--- config.mk ---
export PLATFORM = sky130hd
export DESIGN_NAME = baud_div_calc
export DESIGN_NICKNAME = d
export VERILOG_FILES = /design/src/rtl/baud_calc_pkg.sv /design/src/rtl/baud_shift_div.sv /design/src/rtl/baud_field_pack.sv /design/src/rtl/baud_div_calc.sv
export SDC_FILE = /design/constraint.sdc
export NUM_CORES = 1
export LEC_CHECK = 0
export BUFFER_PORTS_ARGS = -buffer_cell sky130_fd_sc_hd__buf_2
export CAP_MARGIN = 5
export CORE_UTILIZATION = 55
export CTS_BUF_LIST = sky130_fd_sc_hd__clkbuf_16
export DETAILED_ROUTE_END_ITERATION = 6
export GPL_TIMING_DRIVEN = 0
export HOLD_SLACK_MARGIN = 0.15
export PLACE_DENSITY = 0.86
export RECOVER_POWER = 50
export SLEW_MARGIN = 20
export SYNTH_ARGS = -nofsm -noshare
export SYNTH_HDL_FRONTEND = slang
export SYNTH_SLANG_ARGS = --single-unit
--- constraint.sdc ---
create_clock -name clk -period 3.2 [get_ports clk]
set_clock_uncertainty 0.2 [all_clocks]
set_input_delay 0.48 -clock clk [delete_from_list [all_inputs] [get_ports clk]]
set_output_delay 0.48 -clock clk [all_outputs]
set_load 0.1 [all_outputs]
--- src/rtl/baud_calc_pkg.sv ---
package baud_calc_pkg;
    typedef enum logic [1:0] {
        ST_IDLE  = 2'd0,
        ST_SHIFT = 2'd1,
        ST_PACK  = 2'd2,
        ST_DONE  = 2'd3
    } calc_state_t;
endpackage

--- src/rtl/baud_shift_div.sv ---
// Restoring divider: one quotient bit per step, quotient shifts into the
// dividend register as the dividend shifts out.
module baud_shift_div #(
    parameter int NUM_W = 33,
    parameter int DEN_W = 32
) (
    input  logic             clk,
    input  logic             rst_n,
    input  logic             load,
    input  logic             step,
    input  logic [NUM_W-1:0] numer,
    input  logic [DEN_W-1:0] denom,
    output logic [NUM_W-1:0] quot
);
    logic [NUM_W-1:0] work_q;
    logic [DEN_W-1:0] rem_q;
    logic [DEN_W-1:0] den_q;
    logic [DEN_W:0]   trial;
    logic [DEN_W:0]   diff;
    logic             fits;

    always_comb begin
        trial = {rem_q, work_q[NUM_W-1]};
        diff  = trial - {1'b0, den_q};
        fits  = (trial >= {1'b0, den_q});
    end

    always_ff @(posedge clk or negedge rst_n) begin
        if (!rst_n) begin
            work_q <= '0;
            rem_q  <= '0;
            den_q  <= '0;
        end else if (load) begin
            work_q <= numer;
            rem_q  <= '0;
            den_q  <= denom;
        end else if (step) begin
            rem_q  <= fits ? diff[DEN_W-1:0] : trial[DEN_W-1:0];
            work_q <= {work_q[NUM_W-2:0], fits};
        end
    end

    assign quot = work_q;

    // the partial remainder never reaches the divisor (rounding for R1)
    assert_rem_below_div_R1: assert property (@(posedge clk) disable iff (!rst_n)
        (step && den_q != '0) |=> (rem_q < den_q));
endmodule

--- src/rtl/baud_field_pack.sv ---
// Splits the rounded quotient into integer and fraction fields per mode
// and range-checks the integer part.
module baud_field_pack #(
    parameter int Q_W    = 33,
    parameter int BRR_W  = 16,
    parameter int FRAC_W = 4
) (
    input  logic [Q_W-1:0]   quot,
    input  logic             mode8,
    output logic [BRR_W-1:0] word,
    output logic             range_err
);
    localparam int INT_W = BRR_W - FRAC_W;
    localparam logic [Q_W-1:0] INT_MAX = {{(Q_W-INT_W){1'b0}}, {INT_W{1'b1}}};

    logic [Q_W-1:0]    int_full;
    logic [FRAC_W-1:0] frac;

    always_comb begin
        if (mode8) begin
            int_full = quot >> (FRAC_W - 1);
            frac     = {1'b0, quot[FRAC_W-2:0]};
        end else begin
            int_full = quot >> FRAC_W;
            frac     = quot[FRAC_W-1:0];
        end
        range_err = (int_full == '0) || (int_full > INT_MAX);
        word      = range_err ? '0 : {int_full[INT_W-1:0], frac};
    end
endmodule

--- src/rtl/baud_div_calc.sv ---
module baud_div_calc #(
    parameter int CLK_W  = 32,
    parameter int BAUD_W = 32,
    parameter int BRR_W  = 16,
    parameter int FRAC_W = 4
) (
    input  logic              clk,
    input  logic              rst_n,
    input  logic              start,
    input  logic [CLK_W-1:0]  pclk_hz,
    input  logic [BAUD_W-1:0] bit_rate,
    input  logic              over8,
    output logic              busy,
    output logic              done,
    output logic [BRR_W-1:0]  brr,
    output logic              err
);
    import baud_calc_pkg::*;

    localparam int NUM_W = CLK_W + 1;
    localparam int CNT_W = $clog2(NUM_W + 1);
    localparam logic [CNT_W-1:0] LAST_STEP = CNT_W'(NUM_W - 1);

    calc_state_t       state_q, state_d;
    logic [CNT_W-1:0]  cnt_q;
    logic              mode8_q;
    logic [BRR_W-1:0]  brr_q;
    logic              err_q;
    logic              accept, zero_rate, load, step;
    logic [NUM_W-1:0]  dividend;
    logic [NUM_W-1:0]  quot;
    logic [BRR_W-1:0]  packed_word;
    logic              range_err;

    assign accept    = (state_q == ST_IDLE) && start;
    assign zero_rate = (bit_rate == '0);
    assign load      = accept && !zero_rate;
    assign step      = (state_q == ST_SHIFT);
    assign dividend  = {1'b0, pclk_hz} + NUM_W'(bit_rate >> 1);

    baud_shift_div #(.NUM_W(NUM_W), .DEN_W(BAUD_W)) u_div (
        .clk   (clk),
        .rst_n (rst_n),
        .load  (load),
        .step  (step),
        .numer (dividend),
        .denom (bit_rate),
        .quot  (quot)
    );

    baud_field_pack #(.Q_W(NUM_W), .BRR_W(BRR_W), .FRAC_W(FRAC_W)) u_pack (
        .quot      (quot),
        .mode8     (mode8_q),
        .word      (packed_word),
        .range_err (range_err)
    );

    // next-state logic
    always_comb begin
        state_d = state_q;
        unique case (state_q)
            ST_IDLE:  if (start) state_d = zero_rate ? ST_DONE : ST_SHIFT;
            ST_SHIFT: if (cnt_q == '0) state_d = ST_PACK;
            ST_PACK:  state_d = ST_DONE;
            ST_DONE:  state_d = ST_IDLE;
            default:  state_d = ST_IDLE;
        endcase
    end

    // state register
    always_ff @(posedge clk or negedge rst_n) begin
        if (!rst_n) state_q <= ST_IDLE;
        else        state_q <= state_d;
    end

    // datapath registers
    always_ff @(posedge clk or negedge rst_n) begin
        if (!rst_n) begin
            cnt_q   <= '0;
            mode8_q <= 1'b0;
            brr_q   <= '0;
            err_q   <= 1'b0;
        end else begin
            if (accept) begin
                cnt_q   <= LAST_STEP;
                mode8_q <= over8;
                if (zero_rate) begin
                    brr_q <= '0;
                    err_q <= 1'b1;
                end
            end else if (step) begin
                cnt_q <= cnt_q - 1'b1;
            end
            if (state_q == ST_PACK) begin
                brr_q <= packed_word;
                err_q <= range_err;
            end
        end
    end

    // outputs
    always_comb begin
        busy = (state_q == ST_SHIFT) || (state_q == ST_PACK);
        done = (state_q == ST_DONE);
        brr  = brr_q;
        err  = err_q;
    end

    // latency monitor for the assertion below
    logic [CNT_W-1:0] shift_seen_q;
    always_ff @(posedge clk or negedge rst_n) begin
        if (!rst_n)                    shift_seen_q <= '0;
        else if (accept)               shift_seen_q <= '0;
        else if (state_q == ST_SHIFT)  shift_seen_q <= shift_seen_q + 1'b1;
    end

    assert_shift_count_R7: assert property (@(posedge clk) disable iff (!rst_n)
        (state_q == ST_PACK) |-> (shift_seen_q == CNT_W'(NUM_W)));

    assert_done_pulse_R7: assert property (@(posedge clk) disable iff (!rst_n)
        done |=> !done);

    assert_zero_rate_err_R4: assert property (@(posedge clk) disable iff (!rst_n)
        (accept && zero_rate) |=> (done && err && brr == '0));

    assert_frac_top_clear_R3: assert property (@(posedge clk) disable iff (!rst_n)
        (done && mode8_q && !err) |-> !brr[FRAC_W-1]);

    assert_ignore_busy_start_R8: assert property (@(posedge clk) disable iff (!rst_n)
        (busy && start) |=> (busy || done));

    assert_err_clears_word_R5: assert property (@(posedge clk) disable iff (!rst_n)
        (done && err) |-> (brr == '0));
endmodule

---- Word-level counts from Yosys, hierarchy flattened ----
Cells that the tools add are included.
word-level totals
  output and inout port bits .............. 19
  logic and storage cells ................. 53
  flip-flop bits (word level) ............. 123
  bits of input ports ..................... 68
cells by class
  $lt $le $gt $ge ......................... 2
  reductions and logical operators ........ 15
  eq/ne operators ......................... 5
  mux-type cells .......................... 20
  add/sub/neg operators ................... 3
operator list
  operator                count
  $mux W32                3
  $mux W33                2
  $mux W16                4
  $add A32 B31 Y33        1
  $ge A33 B32 Y1          1
  $gt A33 B12 Y1 const B  1
  $logic_not A33 Y1       1
  $logic_not A32 Y1       1
  $sub A32 B32 Y32        1
  $mux W30                1
  $mux W6                 2
  $pmux W2 S4             1
  $reduce_bool A2 Y1      4
  $logic_not A6 Y1        1
  $mux W2                 3
  $sub A6 B1 Y6 const B   1
  $eq A2 B2 Y1 const B    2
  $mux W4                 1
  $reduce_and A2 Y1       2
  $mux W1                 3
  $eq A2 B1 Y1 const B    1
  $logic_and A1 B1 Y1     2
  $logic_not A2 Y1        1
  $logic_or A1 B1 Y1      2
  other kinds (3)         3

---- Depth between registers and ports, before layout ----
  depth after elaboration ................. 5
  mapped depth ............................ 13
  depth with buffers taken out ............ 11

---- Hierarchy ----
A second synthesis with hierarchy kept.
unflattened totals
  cells, all modules ...................... 1104
  area total of the unflattened synthesis .. 9499.1 µm²
by module, submodules not included
  module           area each (µm²)  sequential area each (µm²)  instances  cells an instance
  baud_shift_div   6303.5           2427.3                      1          719
  baud_div_calc    2874.0           650.6                       1          337
  baud_field_pack  321.6            0.0                         1          48

---- Least setup slack after synthesis ----
OpenSTA, ideal clock, no wires.
  path kind ............................... input to register
  start ................................... input pclk_hz[0]
  end ..................................... register u_div.work_q[28], in the netlist u_div.quot[28]
  cell stages on the path ................. 10
  setup time .............................. 120 ps
  buffers on the path ..................... 0
  data arrival time ....................... 2662 ps
  setup slack ............................. 219 ps
  cell sequence ........................... ha_1 fa_1 a21oi_2 o211ai_2 a211oi_4 nor3_2 o211ai_2 a22oi_1 or4_1 and3_1
between the ends
  longest elaborated chain between the ends .. 2
ends and longest elaborated chain
  what                  line                  RTL
  from (decl)           baud_div_calc.sv:10   input logic [CLK_W-1:0] pclk_hz,
  $add A32 B31 Y33      baud_div_calc.sv:39   assign dividend = {1'b0, pclk_hz} + NUM_W'(bit_rate >> 1);
  $mux W33              baud_shift_div.sv:33  end else if (load) begin
  to (signal assigned)  baud_shift_div.sv:34  work_q <= numer;
  to (signal assigned)  baud_shift_div.sv:39  work_q <= {work_q[NUM_W-2:0], fits};
  to (decl)             baud_shift_div.sv:15  logic [NUM_W-1:0] work_q;
No other way between the ends.
A chain may end at the register's enable or synchronous reset.

---- Final worst setup path ----
  start ................................... register u_div.work_q[32], in the netlist u_div.quot[32]
  end ..................................... register u_div.rem_q[30]
between the ends
  longest elaborated chain between the ends .. 4
  elaborated cells on any way between the ends .. 5
ends and longest elaborated chain
  what                                                line                                        RTL
  $sub A32 B32 Y32 or $ge A33 B32 Y1 (tied branches)  baud_shift_div.sv:24, baud_shift_div.sv:25
  $mux W32 (*)                                        baud_shift_div.sv:38                        rem_q <= fits ? diff[DEN_W-1:0] : trial[DEN_W-1:0];
  $mux W32 (*)                                        baud_shift_div.sv:37                        end else if (step) begin
  $mux W32 (*)                                        baud_shift_div.sv:33
  to (signal assigned)                                baud_shift_div.sv:38
  to (decl)                                           baud_shift_div.sv:16                        logic [DEN_W-1:0] rem_q;
Every way passes the cells marked *; elsewhere a longest branch is shown, timed or not. The select of a mux whose other input is x is not followed.

==> metrics.txt <==
status=complete, but fails checks; net count of the finished layout=between 1000 and 1500; hold slack=between 150 and 200 ps; DP Area=between 9000 and 10000 µm²; # rows=46; n_diodes=0; Worst Path Max Fanout=3; vias in the first global route=between 9000 and 10000; post-synthesis sequential area ratio=0.333; Logic pwr share=0.112; Slew HR=-0.331; DRC viols=0; MaxCap Viol Count=1; Worst Hold End=u_div.den_q[18]; clock network fraction of total power=0.514; ordered list of cells on the worst path=inv_1 > ha_2 > fa_2 > and2b_1 > o2111ai_2 > a21oi_2 > buf_4 > o211ai_1 > a31oi_2 > a31oi_2 > and4_1 > nor3_2; first-pass GRT wire length=approximately 46000 µm; slowest stage delay, CP=around 400 ps; reg2reg start=u_div.quot[32]; PnR Total Power=0.00417 W; async set-reset flop share out of synthesis=1.00; Finished Cell Area=between 10000 and 15000 µm²; Longest Clk Path Bufs=2; CTS tree=done; actual slew at the worst max-slew pin=between 1500 and 2000 ps; # setup viols final=0; VDD IR max=between 0.0005 and 0.0006 V; Core Region=16100 µm²; Fin. Hold Viols=0; Critical Path Slowest Stage Cell=dfrtp_1; critical path class=flip-flop to flip-flop; Syn Nets=about 1200; Die H=around 130 µm; reg-to-reg endpoint=u_div.rem_q[30]; WP buf/inv=2; vias=9254; ANT nets after route=0; largest net degree at the start of global routing=82; Hold Path Cell Cnt=3; Psw=between 0.0009 and 0.001 W; sequential share of power=0.373; Final Cycle Share=0.994; initial antenna violation count=0; Sw Share=0.236; multi-input logic area=5700 µm²; Final min period=3180 ps; Die ar.=roughly 17000 µm²; port bufs=86; TritonRoute pass-1 iters=5; routability cong.=approximately 1; GRT Util Overall=0.337; worst skew pair latency=approximately 440 ps; Syn Std Cell Area=~9200 µm²; via/cell ratio=roughly 6.3; worst reg2reg path depth=12; Setup crit start kind=flip-flop; clock root buffer=clkbuf_16; Routed WL per cell=just under 20 µm; crit path from=u_div.quot[32]; kind of end point of the critical path=flip-flop; clock-pin slew on the worst setup and hold paths=roughly 60 ps; Ports=87; Fmax=between 300 and 400 MHz; area grow syn2layout=18.6%; pwr dens=~380 nW/µm²; post-synth cell types=73; die width=132 µm; hold path start=bit_rate[18]; CP arrival=roughly 3300 ps; most common flop cell mapped by yosys=dfrtp_1; Req. time, crit path=3360 ps; Sink Count=approximately 120; failing checks=max-capacitance violations, max-slew violations; Seq. cell area=between 3000 and 4000 µm²; layout filler cell count=1273; CTS Buf Count=17; EDFF count, synth=0; share of layout cells above drive strength 1=0.137; Initial Utilization=0.573; Worst R2R Setup Slack=20 ps; RSZ-0062 raised after global routing=yes; HPWL Detailed=20400 µm; delay-heaviest family, CP=compound AO/OA/AOI/OAI gates; Lkg Pwr=5.32 nW; grt ovf=0; First DRT Iteration DRCs=roughly 830; Synth Area per Inst=8.39 µm²; synth warn=0; Int Power=~0.0032 W; count of final max-slew check failures=43; WL final=28600 µm; CP most frequent cell=a31oi_2; H-tree levels=4; Hold WC Path Type=primary input to flip-flop; Yosys reg bits=~120; Gate Count Post-Synth=1100
## how the worst max path moves through the flow
stage	to	slack, ps	cells past startpoint
floorplan	u_div.quot[28]	220	10
global placement	u_div.rem_q[28]	-420	8
detailed placement	u_div.rem_q[0]	-470	8
CTS	u_div.rem_q[16]	0.1	11
global route	u_div.rem_q[30]	-50	12
finish	u_div.rem_q[30]	20	12
## synth_stat cells, types with 17 or more instances
| library cell | count | share of area |
|---|---|---|
| nand2_1 | 160 | 0.065 |
| dfrtp_1 | 123 | 0.33 |
| o21ai_0 | 112 | 0.061 |
| a21oi_1 | 76 | 0.041 |
| ha_1 | 70 | 0.095 |
| inv_1 | 62 | 0.025 |
| nor2_1 | 41 | 0.017 |
| mux2i_1 | 40 | 0.043 |
| clkbuf_1 | 33 | 0.013 |
| a31oi_1 | 29 | 0.020 |
| xnor2_1 | 28 | 0.027 |
| a21o_1 | 27 | 0.022 |
| nand3_1 | 26 | 0.014 |
| xor2_1 | 22 | 0.021 |
| nor3_1 | 19 | 0.010 |
| nand4_1 | 17 | 0.012 |
## routing by layer
layer / global-route usage / wire [µm] / vias to the layer above
li1: - / - / 4245
met1: 0.382 / 11000 / 4437
met2: 0.586 / 14200 / 449
met3: 0.0586 / 1800 / 123
met4: 0.211 / 1600 / 0
met5: 0 / 0 / -
## layout by cell type (no fill, tap or decap), drive strengths merged, types with 7 or more instances in the layout
master       count
buf            107
inv             65
a211oi          14
mux2             7
and3             8
o21bai           7
a21oi           85
nor2            41
dfrtp          123
a21o            27
a31oi           29
ha              70
xor2            22
nor3            20
nor2b            9
o31ai            8
nand2          160
clkbuf          57
o21ai          118
o211ai          11
and2             8
o21a            12
nand3           26
dlygate4sd3     27
xnor2           28
nor4            14
mux2i           40
nand4           17
## metrics by stage
stage,TNS (ps),std cells,setup slack (ps),util
floorplan,0,1100,219,-
global placement,-18520,1402,-419,0.616
detailed placement,-11490,1403,-466,0.618
CTS,0,1463,0.145,0.676
global route,-91.0,1465,-50.4,0.679
finish,0,1465,19.0,0.679
## registers in the layout, summed over array words and instances (netlist names)
register     count
cnt_q            6
brr             16
u_div.quot      33
u_div.den_q     32
err              1
state_q          2
u_div.rem_q     32
mode8_q          1
## power by group through the flow
| stage | clock, W | sequential [W] | combinational (W) |
|---|---|---|---|
| 6_report | 0.00214 | 0.00156 | 0.000468 |
| 5_1_grt | 0.00220 | 0.00156 | 0.000510 |
| 4_1_cts | 0.00213 | 0.00156 | 0.000460 |
| 3_5_place_dp | 0 | 0.00158 | 0.000431 |
| 3_3_place_gp | 0 | 0.00158 | 0.000419 |
| 2_1_floorplan | 0 | 0.00158 | 0.000271 |
## logic make-up after synthesis
kind of cell    Yosys count  synth area share
fa+ha+maj                72            0.0992
flops                   123             0.333
compound gates          356             0.245
mux                      47            0.0519
xor+xnor                 50            0.0474
buf+inv                 119            0.0535
simple gates            333             0.169
## worst register-to-register path, stage by stage (launching register included)
cell and delay, ps:
dfrtp_1 400, inv_1 110, ha_2 230, fa_2 370, and2b_1 250, o2111ai_2 140
a21oi_2 240, buf_4 160, o211ai_1 150, a31oi_2 320, a31oi_2 150, and4_1 230
nor3_2 160
## timing repair
| action | 4_1_cts | 5_1_grt |
|---|---|---|
| resized for setup | 1 | 17 |
| endpoints found under the setup margin | 8 | 40 |
| hold buffers | 27 | 0 |
| hold endpoints to repair | 68 | 0 |
| buffers inserted | 3 | 3 |
| pin swaps | 1 | 4 |
## layout make-up
type / instances / area share
repair buffers: 120 / 0.0701
plain buffers: 55 / 0.0237
flip-flops and latches: 123 / 0.281
multi-input cells: 858 / 0.521
clock buffers: 17 / 0.0389
inverters: 63 / 0.0216
well taps: 216 / 0.0247
clock inverters: 13 / 0.0191
(Power assumes the default switching activity.)
